==> config.mk <==
export PLATFORM = sky130hd
export DESIGN_NAME = shared_tap_ctrl
export DESIGN_NICKNAME = d
export VERILOG_FILES = /design/src/rtl/shared_tap_pkg.sv /design/src/rtl/tap_fsm.sv /design/src/rtl/pin_mode_tracker.sv /design/src/rtl/scan_path.sv /design/src/rtl/shared_tap_ctrl.sv
export SDC_FILE = /design/constraint.sdc
export NUM_CORES = 1
export LEC_CHECK = 0
export BUFFER_PORTS_ARGS = -buffer_cell sky130_fd_sc_hd__buf_2
export CORE_MARGIN = 1.5
export CORE_UTILIZATION = 50
export DETAILED_ROUTE_END_ITERATION = 7
export MAX_ROUTING_LAYER = met4
export PLACE_DENSITY = 0.91
export SYNTH_ARGS = -nofsm -noshare
export SYNTH_HDL_FRONTEND = slang
export SYNTH_SLANG_ARGS = --single-unit
==> constraint.sdc <==
create_clock -name tck_i -period 3.85 [get_ports tck_i]
set_input_delay 0.1925 -clock tck_i [delete_from_list [all_inputs] [get_ports tck_i]]
set_output_delay 0.1925 -clock tck_i [all_outputs]
set_load 0.005 [all_outputs]
==> src/rtl/shared_tap_pkg.sv <==
package shared_tap_pkg;
  localparam int NUM_PINS = 3;
  localparam int PIN_TCK  = 0;
  localparam int PIN_TDI  = 1;
  localparam int PIN_TDO  = 2;

  typedef enum logic [3:0] {
    ST_RESET    = 4'd0,
    ST_IDLE     = 4'd1,
    ST_SEL_DR   = 4'd2,
    ST_CAP_DR   = 4'd3,
    ST_SHIFT_DR = 4'd4,
    ST_EX1_DR   = 4'd5,
    ST_PAUSE_DR = 4'd6,
    ST_EX2_DR   = 4'd7,
    ST_UPD_DR   = 4'd8,
    ST_SEL_IR   = 4'd9,
    ST_CAP_IR   = 4'd10,
    ST_SHIFT_IR = 4'd11,
    ST_EX1_IR   = 4'd12,
    ST_PAUSE_IR = 4'd13,
    ST_EX2_IR   = 4'd14,
    ST_UPD_IR   = 4'd15
  } tap_state_e;
endpackage

==> src/rtl/tap_fsm.sv <==
module tap_fsm
  import shared_tap_pkg::*;
(
  input  logic       tck_i,
  input  logic       rst_ni,
  input  logic       tms_i,
  output tap_state_e state_o,
  output logic       reset_enter_o
);
  tap_state_e state_q, state_d;

  always_comb begin
    state_d = state_q;
    unique case (state_q)
      ST_RESET:    state_d = tms_i ? ST_RESET    : ST_IDLE;
      ST_IDLE:     state_d = tms_i ? ST_SEL_DR   : ST_IDLE;
      ST_SEL_DR:   state_d = tms_i ? ST_SEL_IR   : ST_CAP_DR;
      ST_CAP_DR:   state_d = tms_i ? ST_EX1_DR   : ST_SHIFT_DR;
      ST_SHIFT_DR: state_d = tms_i ? ST_EX1_DR   : ST_SHIFT_DR;
      ST_EX1_DR:   state_d = tms_i ? ST_UPD_DR   : ST_PAUSE_DR;
      ST_PAUSE_DR: state_d = tms_i ? ST_EX2_DR   : ST_PAUSE_DR;
      ST_EX2_DR:   state_d = tms_i ? ST_UPD_DR   : ST_SHIFT_DR;
      ST_UPD_DR:   state_d = tms_i ? ST_SEL_DR   : ST_IDLE;
      ST_SEL_IR:   state_d = tms_i ? ST_RESET    : ST_CAP_IR;
      ST_CAP_IR:   state_d = tms_i ? ST_EX1_IR   : ST_SHIFT_IR;
      ST_SHIFT_IR: state_d = tms_i ? ST_EX1_IR   : ST_SHIFT_IR;
      ST_EX1_IR:   state_d = tms_i ? ST_UPD_IR   : ST_PAUSE_IR;
      ST_PAUSE_IR: state_d = tms_i ? ST_EX2_IR   : ST_PAUSE_IR;
      ST_EX2_IR:   state_d = tms_i ? ST_UPD_IR   : ST_SHIFT_IR;
      ST_UPD_IR:   state_d = tms_i ? ST_SEL_DR   : ST_IDLE;
      default:     state_d = ST_RESET;
    endcase
  end

  always_ff @(posedge tck_i or negedge rst_ni) begin
    if (!rst_ni) state_q <= ST_RESET;
    else         state_q <= state_d;
  end

  assign state_o       = state_q;
  assign reset_enter_o = (state_d == ST_RESET) && (state_q != ST_RESET);

  // run length of sampled highs, kept for checking only
  logic [2:0] high_run_q;
  always_ff @(posedge tck_i or negedge rst_ni) begin
    if (!rst_ni)                high_run_q <= 3'd0;
    else if (!tms_i)            high_run_q <= 3'd0;
    else if (high_run_q < 3'd5) high_run_q <= high_run_q + 3'd1;
  end

  a_r2_five_high: assert property (@(posedge tck_i) disable iff (!rst_ni)
    (high_run_q == 3'd5) |-> (state_q == ST_RESET));
  a_r1_reset_hold: assert property (@(posedge tck_i) disable iff (!rst_ni)
    (state_q == ST_RESET && tms_i) |=> (state_q == ST_RESET));
  a_r1_leave_reset: assert property (@(posedge tck_i) disable iff (!rst_ni)
    (state_q == ST_RESET && !tms_i) |=> (state_q == ST_IDLE));
endmodule

==> src/rtl/pin_mode_tracker.sv <==
module pin_mode_tracker #(
  parameter int SYNC_STAGES = 2
) (
  input  logic tck_i,
  input  logic rst_ni,
  input  logic tms_i,
  input  logic reset_enter_i,
  output logic shared_test_o
);
  logic [SYNC_STAGES-1:0] low_sync_q;
  logic                   flag_q;

  generate
    if (SYNC_STAGES == 1) begin : g_one
      always_ff @(posedge tck_i or negedge rst_ni) begin
        if (!rst_ni) low_sync_q <= '0;
        else         low_sync_q <= ~tms_i;
      end
    end else begin : g_chain
      always_ff @(posedge tck_i or negedge rst_ni) begin
        if (!rst_ni) low_sync_q <= '0;
        else         low_sync_q <= {low_sync_q[SYNC_STAGES-2:0], ~tms_i};
      end
    end
  endgenerate

  // reset-state entry wins over a pending low
  always_ff @(posedge tck_i or negedge rst_ni) begin
    if (!rst_ni)                         flag_q <= 1'b0;
    else if (reset_enter_i)              flag_q <= 1'b0;
    else if (low_sync_q[SYNC_STAGES-1])  flag_q <= 1'b1;
  end

  assign shared_test_o = flag_q;

  a_r4_sticky: assert property (@(posedge tck_i) disable iff (!rst_ni)
    (flag_q && !reset_enter_i) |=> flag_q);
  a_r5_clear_on_reset: assert property (@(posedge tck_i) disable iff (!rst_ni)
    reset_enter_i |=> !flag_q);
  a_r4_set_after_low: assert property (@(posedge tck_i) disable iff (!rst_ni)
    (low_sync_q[SYNC_STAGES-1] && !reset_enter_i) |=> flag_q);
endmodule

==> src/rtl/scan_path.sv <==
module scan_path
  import shared_tap_pkg::*;
(
  input  logic       tck_i,
  input  logic       rst_ni,
  input  logic       tdi_i,
  input  tap_state_e state_i,
  output logic       tdo_o,
  output logic       tdo_en_o
);
  logic bypass_q, ir_bit_q, tdo_q, tdo_en_q;
  logic shifting;

  assign shifting = (state_i == ST_SHIFT_DR) || (state_i == ST_SHIFT_IR);

  always_ff @(posedge tck_i or negedge rst_ni) begin
    if (!rst_ni) begin
      bypass_q <= 1'b0;
      ir_bit_q <= 1'b1;
    end else begin
      if (state_i == ST_CAP_DR)        bypass_q <= 1'b0;
      else if (state_i == ST_SHIFT_DR) bypass_q <= tdi_i;
      if (state_i == ST_CAP_IR)        ir_bit_q <= 1'b1;
      else if (state_i == ST_SHIFT_IR) ir_bit_q <= tdi_i;
    end
  end

  always_ff @(negedge tck_i or negedge rst_ni) begin
    if (!rst_ni) begin
      tdo_q    <= 1'b0;
      tdo_en_q <= 1'b0;
    end else begin
      tdo_q    <= (state_i == ST_SHIFT_IR) ? ir_bit_q : bypass_q;
      tdo_en_q <= shifting;
    end
  end

  assign tdo_o    = tdo_q;
  assign tdo_en_o = tdo_en_q;

  a_r8_en_tracks_shift: assert property (@(posedge tck_i) disable iff (!rst_ni)
    tdo_en_q == shifting);
  a_r9_capture_zero: assert property (@(posedge tck_i) disable iff (!rst_ni)
    (state_i == ST_CAP_DR) |=> !bypass_q);
  a_r10_capture_one: assert property (@(posedge tck_i) disable iff (!rst_ni)
    (state_i == ST_CAP_IR) |=> ir_bit_q);
endmodule

==> src/rtl/shared_tap_ctrl.sv <==
module shared_tap_ctrl
  import shared_tap_pkg::*;
#(
  parameter int SYNC_STAGES = 2
) (
  input  logic                tck_i,
  input  logic                rst_ni,
  input  logic                dedicated_i,
  input  logic                tms_i,
  input  logic                tdi_i,
  input  logic [NUM_PINS-1:0] user_oe_i,
  input  logic [NUM_PINS-1:0] user_dout_i,
  output logic [NUM_PINS-1:0] pad_sel_o,
  output logic [NUM_PINS-1:0] pad_oe_o,
  output logic [NUM_PINS-1:0] pad_dout_o,
  output logic [3:0]          tap_state_o
);
  tap_state_e state;
  logic reset_enter, shared_test, test_use, tdo, tdo_en;

  tap_fsm u_fsm (
    .tck_i         (tck_i),
    .rst_ni        (rst_ni),
    .tms_i         (tms_i),
    .state_o       (state),
    .reset_enter_o (reset_enter)
  );

  pin_mode_tracker #(.SYNC_STAGES(SYNC_STAGES)) u_mode (
    .tck_i         (tck_i),
    .rst_ni        (rst_ni),
    .tms_i         (tms_i),
    .reset_enter_i (reset_enter),
    .shared_test_o (shared_test)
  );

  scan_path u_scan (
    .tck_i    (tck_i),
    .rst_ni   (rst_ni),
    .tdi_i    (tdi_i),
    .state_i  (state),
    .tdo_o    (tdo),
    .tdo_en_o (tdo_en)
  );

  assign test_use    = dedicated_i | shared_test;
  assign tap_state_o = state;

  for (genvar g = 0; g < NUM_PINS; g++) begin : g_pad
    assign pad_sel_o[g] = test_use;
    if (g == PIN_TDO) begin : g_out
      assign pad_oe_o[g]   = test_use ? tdo_en : user_oe_i[g];
      assign pad_dout_o[g] = test_use ? tdo    : user_dout_i[g];
    end else begin : g_in
      assign pad_oe_o[g]   = test_use ? 1'b0 : user_oe_i[g];
      assign pad_dout_o[g] = test_use ? 1'b0 : user_dout_i[g];
    end
  end

  a_r6_dedicated: assert property (@(posedge tck_i) disable iff (!rst_ni)
    dedicated_i |-> (pad_sel_o == {NUM_PINS{1'b1}}));
  a_r8_tdo_quiet: assert property (@(posedge tck_i) disable iff (!rst_ni)
    (test_use && state != ST_SHIFT_DR && state != ST_SHIFT_IR) |-> !pad_oe_o[PIN_TDO]);
  a_r7_inputs_undriven: assert property (@(posedge tck_i) disable iff (!rst_ni)
    pad_sel_o[PIN_TCK] |-> (!pad_oe_o[PIN_TCK] && !pad_oe_o[PIN_TDI]));
endmodule

==> impl_metrics.ini, run 1 <==
[placed_design]
placed_area_sq_um = 742
place_hpwl_microns = 936
io_buffers = 23
gp_routability_congestion = 0.783

[route]
routed.top_layer = met4
wl_met3_microns = 92
drc_errors = 0
drt_iter0_drc = 6
wl_microns = 1310
wl_met2_microns = 664
wire_per_inst_microns = 12.4
m1WireLength_microns = 537
vias = 588
drt-pass1-iter-count = 4
drtAntennaViolNets = 0
vias_per_cell = 5.55

[floorplanning]
io_pins = 24
rows = 12
die_y_microns = 39.0
core_area_sq_um = 1160
initial_utilization_pct = 56.1
die_x_microns = 39.0
die_area_sq_um = 1520

[clock_tree]
clkLatencyLatePin_ps = 270
cts_buffer_depth = 2
post_cts_buffers = 0
cts_tree = built
cts_sinks = 11
path_clk_slew_ps = 70
cts_buffers = 3
cts_root_buffer = clkbuf_4
h-tree-depth = 1

[power]
switching_share_pct = 39.9
p_sw_mw = 0.209
p_clk_share_pct = 14.5
leakagePower_nw = 0.373
combPwrFrac_pct = 41.9
p_per_area_nw_per_um2 = 673
seq_power_share_pct = 43.5
internal_power_mw = 0.314
total_power_mw = 0.523
vdd_drop_max_mv = 0.335

[synth]
synth_top_area_cell = dfrtp_1
yosysUniqueCellTypes = 31
synth_top_area_share_pct = 30.9
yosys-top-cells-area = dfrtp_1 (31%), dfrtn_1 (7.7%), mux2_2 (5.2%)
synth_nets = 82
synth_area_sq_um = 648
ys_ff_latch = 11
synthCells = 71
ys_warn_count = 0
seq_area_frac_synth_pct = 42.7
syn_area_per_cell_sq_um = 9.13

[critical_path]
slowest_stage = dfrtp_1
path_max_fanout = 13
start_kind = flop
critical_path_class = flop to flop
cp.arrival_ps = 1510
crit_family = flip-flops
worst-path-buf-inv = 0
path_cells = and2b_1, nand3_1, mux2_2
endpoint_kind = flop
slowest_delay_ps = 530
cp.required_ps = 2040

[global_route]
grt_pass1_wl_microns = 2100
grt_pass1_vias = 473
grt_remaining_overflow = 0
grt_max_degree = 18
grtUsageTotal_pct = 21.5
antenna_found_initial = 0

[sta]
tightest_slew_ps = 473
max-slew-margin-rel_pct = 68.5
finalMaxSlewViolations = 0
hold_viol_final = 0
rsz0062_at_grt = false
final.setup.tns_ps = 0
setup_viol = 0
skew_ps = 9.03

[cells_and_area]
diodes = 0
num-fill-cells = 96
nets = 104
design_area_sq_um = 778
syn_to_final_growth_pct = 20.1
drive_gt1_share_pct = 33.7
final_core_util_pct = 67.3

[hold_path]
min_path_type = primary input to flop

[status]
outcome = finished, final reports clean

[run]
drv_cap = 0
[registers in the layout (all words and copies together), names as in the netlist]
register,flops
u_scan.bypass_q,1
u_mode.shared_test_o,1
u_scan.tdo_o,1
u_mode.low_sync_q,2
u_scan.ir_bit_q,1
u_scan.tdo_en_o,1
u_fsm.state_o,4
[synth_stat cells (all sizes together)]
cell	n
nor3b	1
mux2	3
nor4b	2
nor3	1
a221oi	1
dfrtp	8
o31ai	1
buf	7
o22ai	1
dfrtn	2
and2	4
mux2i	1
a31oi	1
o221ai	1
inv	6
nand2	4
or4b	1
nand3	2
o21ai	5
o32a	1
a21oi	5
a211oi	1
a41oi	1
and2b	1
a22oi	1
nor2b	4
nor2	2
dfstp	1
o211ai	1
clkbuf	1
[stage by stage]
step	instances	hold slack (ps)	setup slack (ps)
finish	106	185	526
global route	106	197	442
CTS	106	179	519
detailed placement	101	71.5	522
global placement	101	66.1	564
floorplan	71	-103	711
[worst paths after layout]
kind                                           startpoint                        endpoint  slack [ps]  depth (start not counted)
min                                                 tdi_i     u_scan.ir_bit_q$_DFFE_PN1P_         180                          3
max in group asynchronous                          rst_ni       u_scan.tdo_en_o$_DFF_NN0_        1470                          2
min in group asynchronous                          rst_ni      u_fsm.state_o[2]$_DFF_PN0_         340                          2
max                            u_fsm.state_o[2]$_DFF_PN0_          u_scan.tdo_o$_DFF_NN0_         530                          3
min reg2reg                u_mode.low_sync_q[0]$_DFF_PN0_  u_mode.low_sync_q[1]$_DFF_PN0_         360                          0
max reg2reg                    u_fsm.state_o[2]$_DFF_PN0_          u_scan.tdo_o$_DFF_NN0_         530                          3
[worst min-delay path: cells and delay by family]
family          cells  cell delay [ps]
buf+inv             2              140
compound gates      1              100
[power by group through the flow]
stage	clock network, mW	registers [mW]	logic, mW
6_report	0.0761	0.228	0.219
5_1_grt	0.0848	0.240	0.249
4_1_cts	0.0790	0.228	0.221
3_5_place_dp	0	0.230	0.219
3_3_place_gp	0	0.224	0.210
2_1_floorplan	0	0.194	0.187
[final cells by class]
class | count | area, sq um | share of cell area [%]
multi-input combinational | 46 | 303 | 38.9
sequential | 11 | 277 | 35.5
timing repair buffer | 25 | 133 | 17.0
clock buffer | 4 | 26.3 | 3.38
inverter | 6 | 22.5 | 2.89
tap | 14 | 17.5 | 2.25
[cell usage in the layout, fill, tap and decap left out, drive strengths merged, types with 3 or more instances in the layout]
master  count
inv         6
a21oi       5
and2        4
mux2        3
o21ai       5
buf        24
clkbuf      4
nor2b       4
dfrtp       8
nand2       4
[layer usage]
metal / vias to the layer above / global-route usage (%)
met1: 265 / 24.7
met5: - / -
li1: 293 / -
met2: 28 / 36.3
met3: 2 / 1.73
met4: 0 / 12.9
[cell families (layout without fill, tap and decap cells)]
| group | Yosys count | count (layout) | synth area share (%) |
|---|---|---|---|
| buffers and inverters | 14 | 35 | 10.6 |
| AND/OR/NAND/NOR | 22 | 22 | 20.1 |
| multiplexers | 4 | 4 | 6.76 |
| flip-flops | 11 | 11 | 42.7 |
| AO/OA/AOI/OAI | 20 | 20 | 19.9 |
[what timing repair did]
action                                 in CTS  in global routing
hold buffers                                1                  0
setup endpoints to repair                   0                  0
endpoints found under the hold margin       8                  0
gates resized for setup                     0                  0
(Power assumes the default switching activity.)
==> run 2: changes to the inputs <==
--- a/config.mk
+++ b/config.mk
@@ -9,7 +9,6 @@
 export CORE_MARGIN = 1.5
 export CORE_UTILIZATION = 50
 export DETAILED_ROUTE_END_ITERATION = 7
-export MAX_ROUTING_LAYER = met4
 export PLACE_DENSITY = 0.91
 export SYNTH_ARGS = -nofsm -noshare
 export SYNTH_HDL_FRONTEND = slang
==> constraint.sdc (replaced) <==
create_clock -name tck_i -period 3.85 [get_ports tck_i]
set_input_delay 0.1925 -clock tck_i [delete_from_list [all_inputs] [get_ports tck_i]]
set_output_delay 0.1925 -clock tck_i [all_outputs]
set_load 0.01 [all_outputs]
==> run 2 against run 1 <==
  * Combinational power rose by 7%
  * Non-clock buffer count is the same
  * Clock-buffer cell count shrank 1
  * Sequential share of layout area decreased by 0.057 points
  * Flip-flop and latch count is the same
  * First-iteration DRC count rose by 83%
  * Die area unchanged
  * Clock power is 1% higher
  * Clock skew about the same
  * Global-route usage shrank 2.8 points
==> impl_metrics.ini, run 2 (synthesis gave the netlist of run 1 again) <==
[status]
outcome = finished, final reports clean

[placed_design]
io_buffers = 23
dp.cells = 101
gp_routability_congestion = 0.771
post-place-ws_ps = 519
placed_area_sq_um = 742
place_hpwl_microns = 915

[critical_path]
critical_path_class = flop to flop
cp.required_ps = 2040
path_max_fanout = 13
endpoint_kind = flop
slowest_delay_ps = 540
path_cells = and2b_1, nand3_1, mux2_2
start_kind = flop
cp.arrival_ps = 1530
slowest_stage = dfrtp_1

[floorplanning]
io_pins = 24
die_y_microns = 39.0
core_area_sq_um = 1160
die_area_sq_um = 1520
rows = 12
initial_utilization_pct = 56.1
die_x_microns = 39.0

[cells_and_area]
nets = 104
final_core_util_pct = 67.4
largest_reg_flops = 4
diodes = 0
drive_gt1_share_pct = 34.8
syn_to_final_growth_pct = 20.3
final_common_cell = buf_2
finalNonFillerCells = 106
layout_common_cells = buf_2 (23), dfrtp_1 (8), inv_1 (6), o21ai_0 (5), a21oi_1 (5)
design_area_sq_um = 779

[sta]
max-slew-margin-rel_pct = 69.1
setup_viol = 0
hold_viol_final = 0
setup_ws_ps = 514
finalMaxSlewViolations = 0
hold_slack_ps = 195
tightest_slew_ps = 463
rsz0062_at_grt = false
final.setup.tns_ps = 0
skew_ps = 8.62

[clock_tree]
cts_buffer_depth = 2
clkLatencyLatePin_ps = 270
cts_sinks = 11
path_clk_slew_ps = 70
h-tree-depth = 1
cts_root_buffer = clkbuf_4
ctsResizeCount = 0
cts_buffers = 3
cts_hold_buf = 1
post_cts_buffers = 0
cts_tree = built

[route]
vias = 582
drt_iter0_drc = 11
wl_microns = 1270
wire_per_inst_microns = 12.0
drt-pass1-iter-count = 4
drtAntennaViolNets = 0
vias_per_cell = 5.49
drc_errors = 0

[global_route]
grt_pass1_wl_microns = 1930
grt_remaining_overflow = 0
grtUsageTotal_pct = 18.7
grt_pass1_vias = 457
antenna_found_initial = 0
grt_max_degree = 18

[power]
p_per_area_nw_per_um2 = 689
vdd_drop_max_mv = 0.420
leakagePower_nw = 0.376
total_power_mw = 0.537

[hold_path]
min_path_type = primary input to flop

[run]
drv_cap = 0
## run 2: final cells by class
class | instances | area (sq um)
sequential | 11 | 277
timing repair buffer | 25 | 133
clock inverter | 1 | 5.00
fill | 104 | 377
clock buffer | 3 | 22.5
multi-input combinational | 46 | 303
tap | 14 | 17.5
inverter | 6 | 22.5
## run 2: worst paths after layout
kind                                                start                             end  slack, ps  cells after the start
max in group asynchronous                          rst_ni       u_scan.tdo_en_o$_DFF_NN0_       1490                      2
setup / recovery               u_fsm.state_o[2]$_DFF_PN0_          u_scan.tdo_o$_DFF_NN0_        510                      3
min in group asynchronous                          rst_ni      u_fsm.state_o[2]$_DFF_PN0_        320                      2
setup reg to reg               u_fsm.state_o[2]$_DFF_PN0_          u_scan.tdo_o$_DFF_NN0_        510                      3
hold reg to reg            u_mode.low_sync_q[0]$_DFF_PN0_  u_mode.low_sync_q[1]$_DFF_PN0_        350                      0
hold / removal                                      tdi_i     u_scan.ir_bit_q$_DFFE_PN1P_        200                      3
## run 2: critical path, delay by kind of cell (launching register included)
family	cells	cell delay [ps]
mux	1	340
flops	1	540
simple gates	2	380
## run 2: power breakdown
part / total, mW / internal, mW / switching (mW)
logic: 0.235 / 0.116 / 0.119
registers: 0.226 / 0.159 / 0.0669
clock network: 0.0769 / 0.0383 / 0.0386
total: 0.537 / 0.313 / 0.224
## run 2: per-layer routing
| metal | wire length, microns | vias to the layer above | track usage, % |
|---|---|---|---|
| met5 | 0 | - | 0 |
| met4 | 21 | 0 | 7.76 |
| met3 | 94 | 2 | 1.73 |
| met2 | 629 | 25 | 32.1 |
| met1 | 529 | 264 | 23.7 |
| li1 | - | 291 | - |
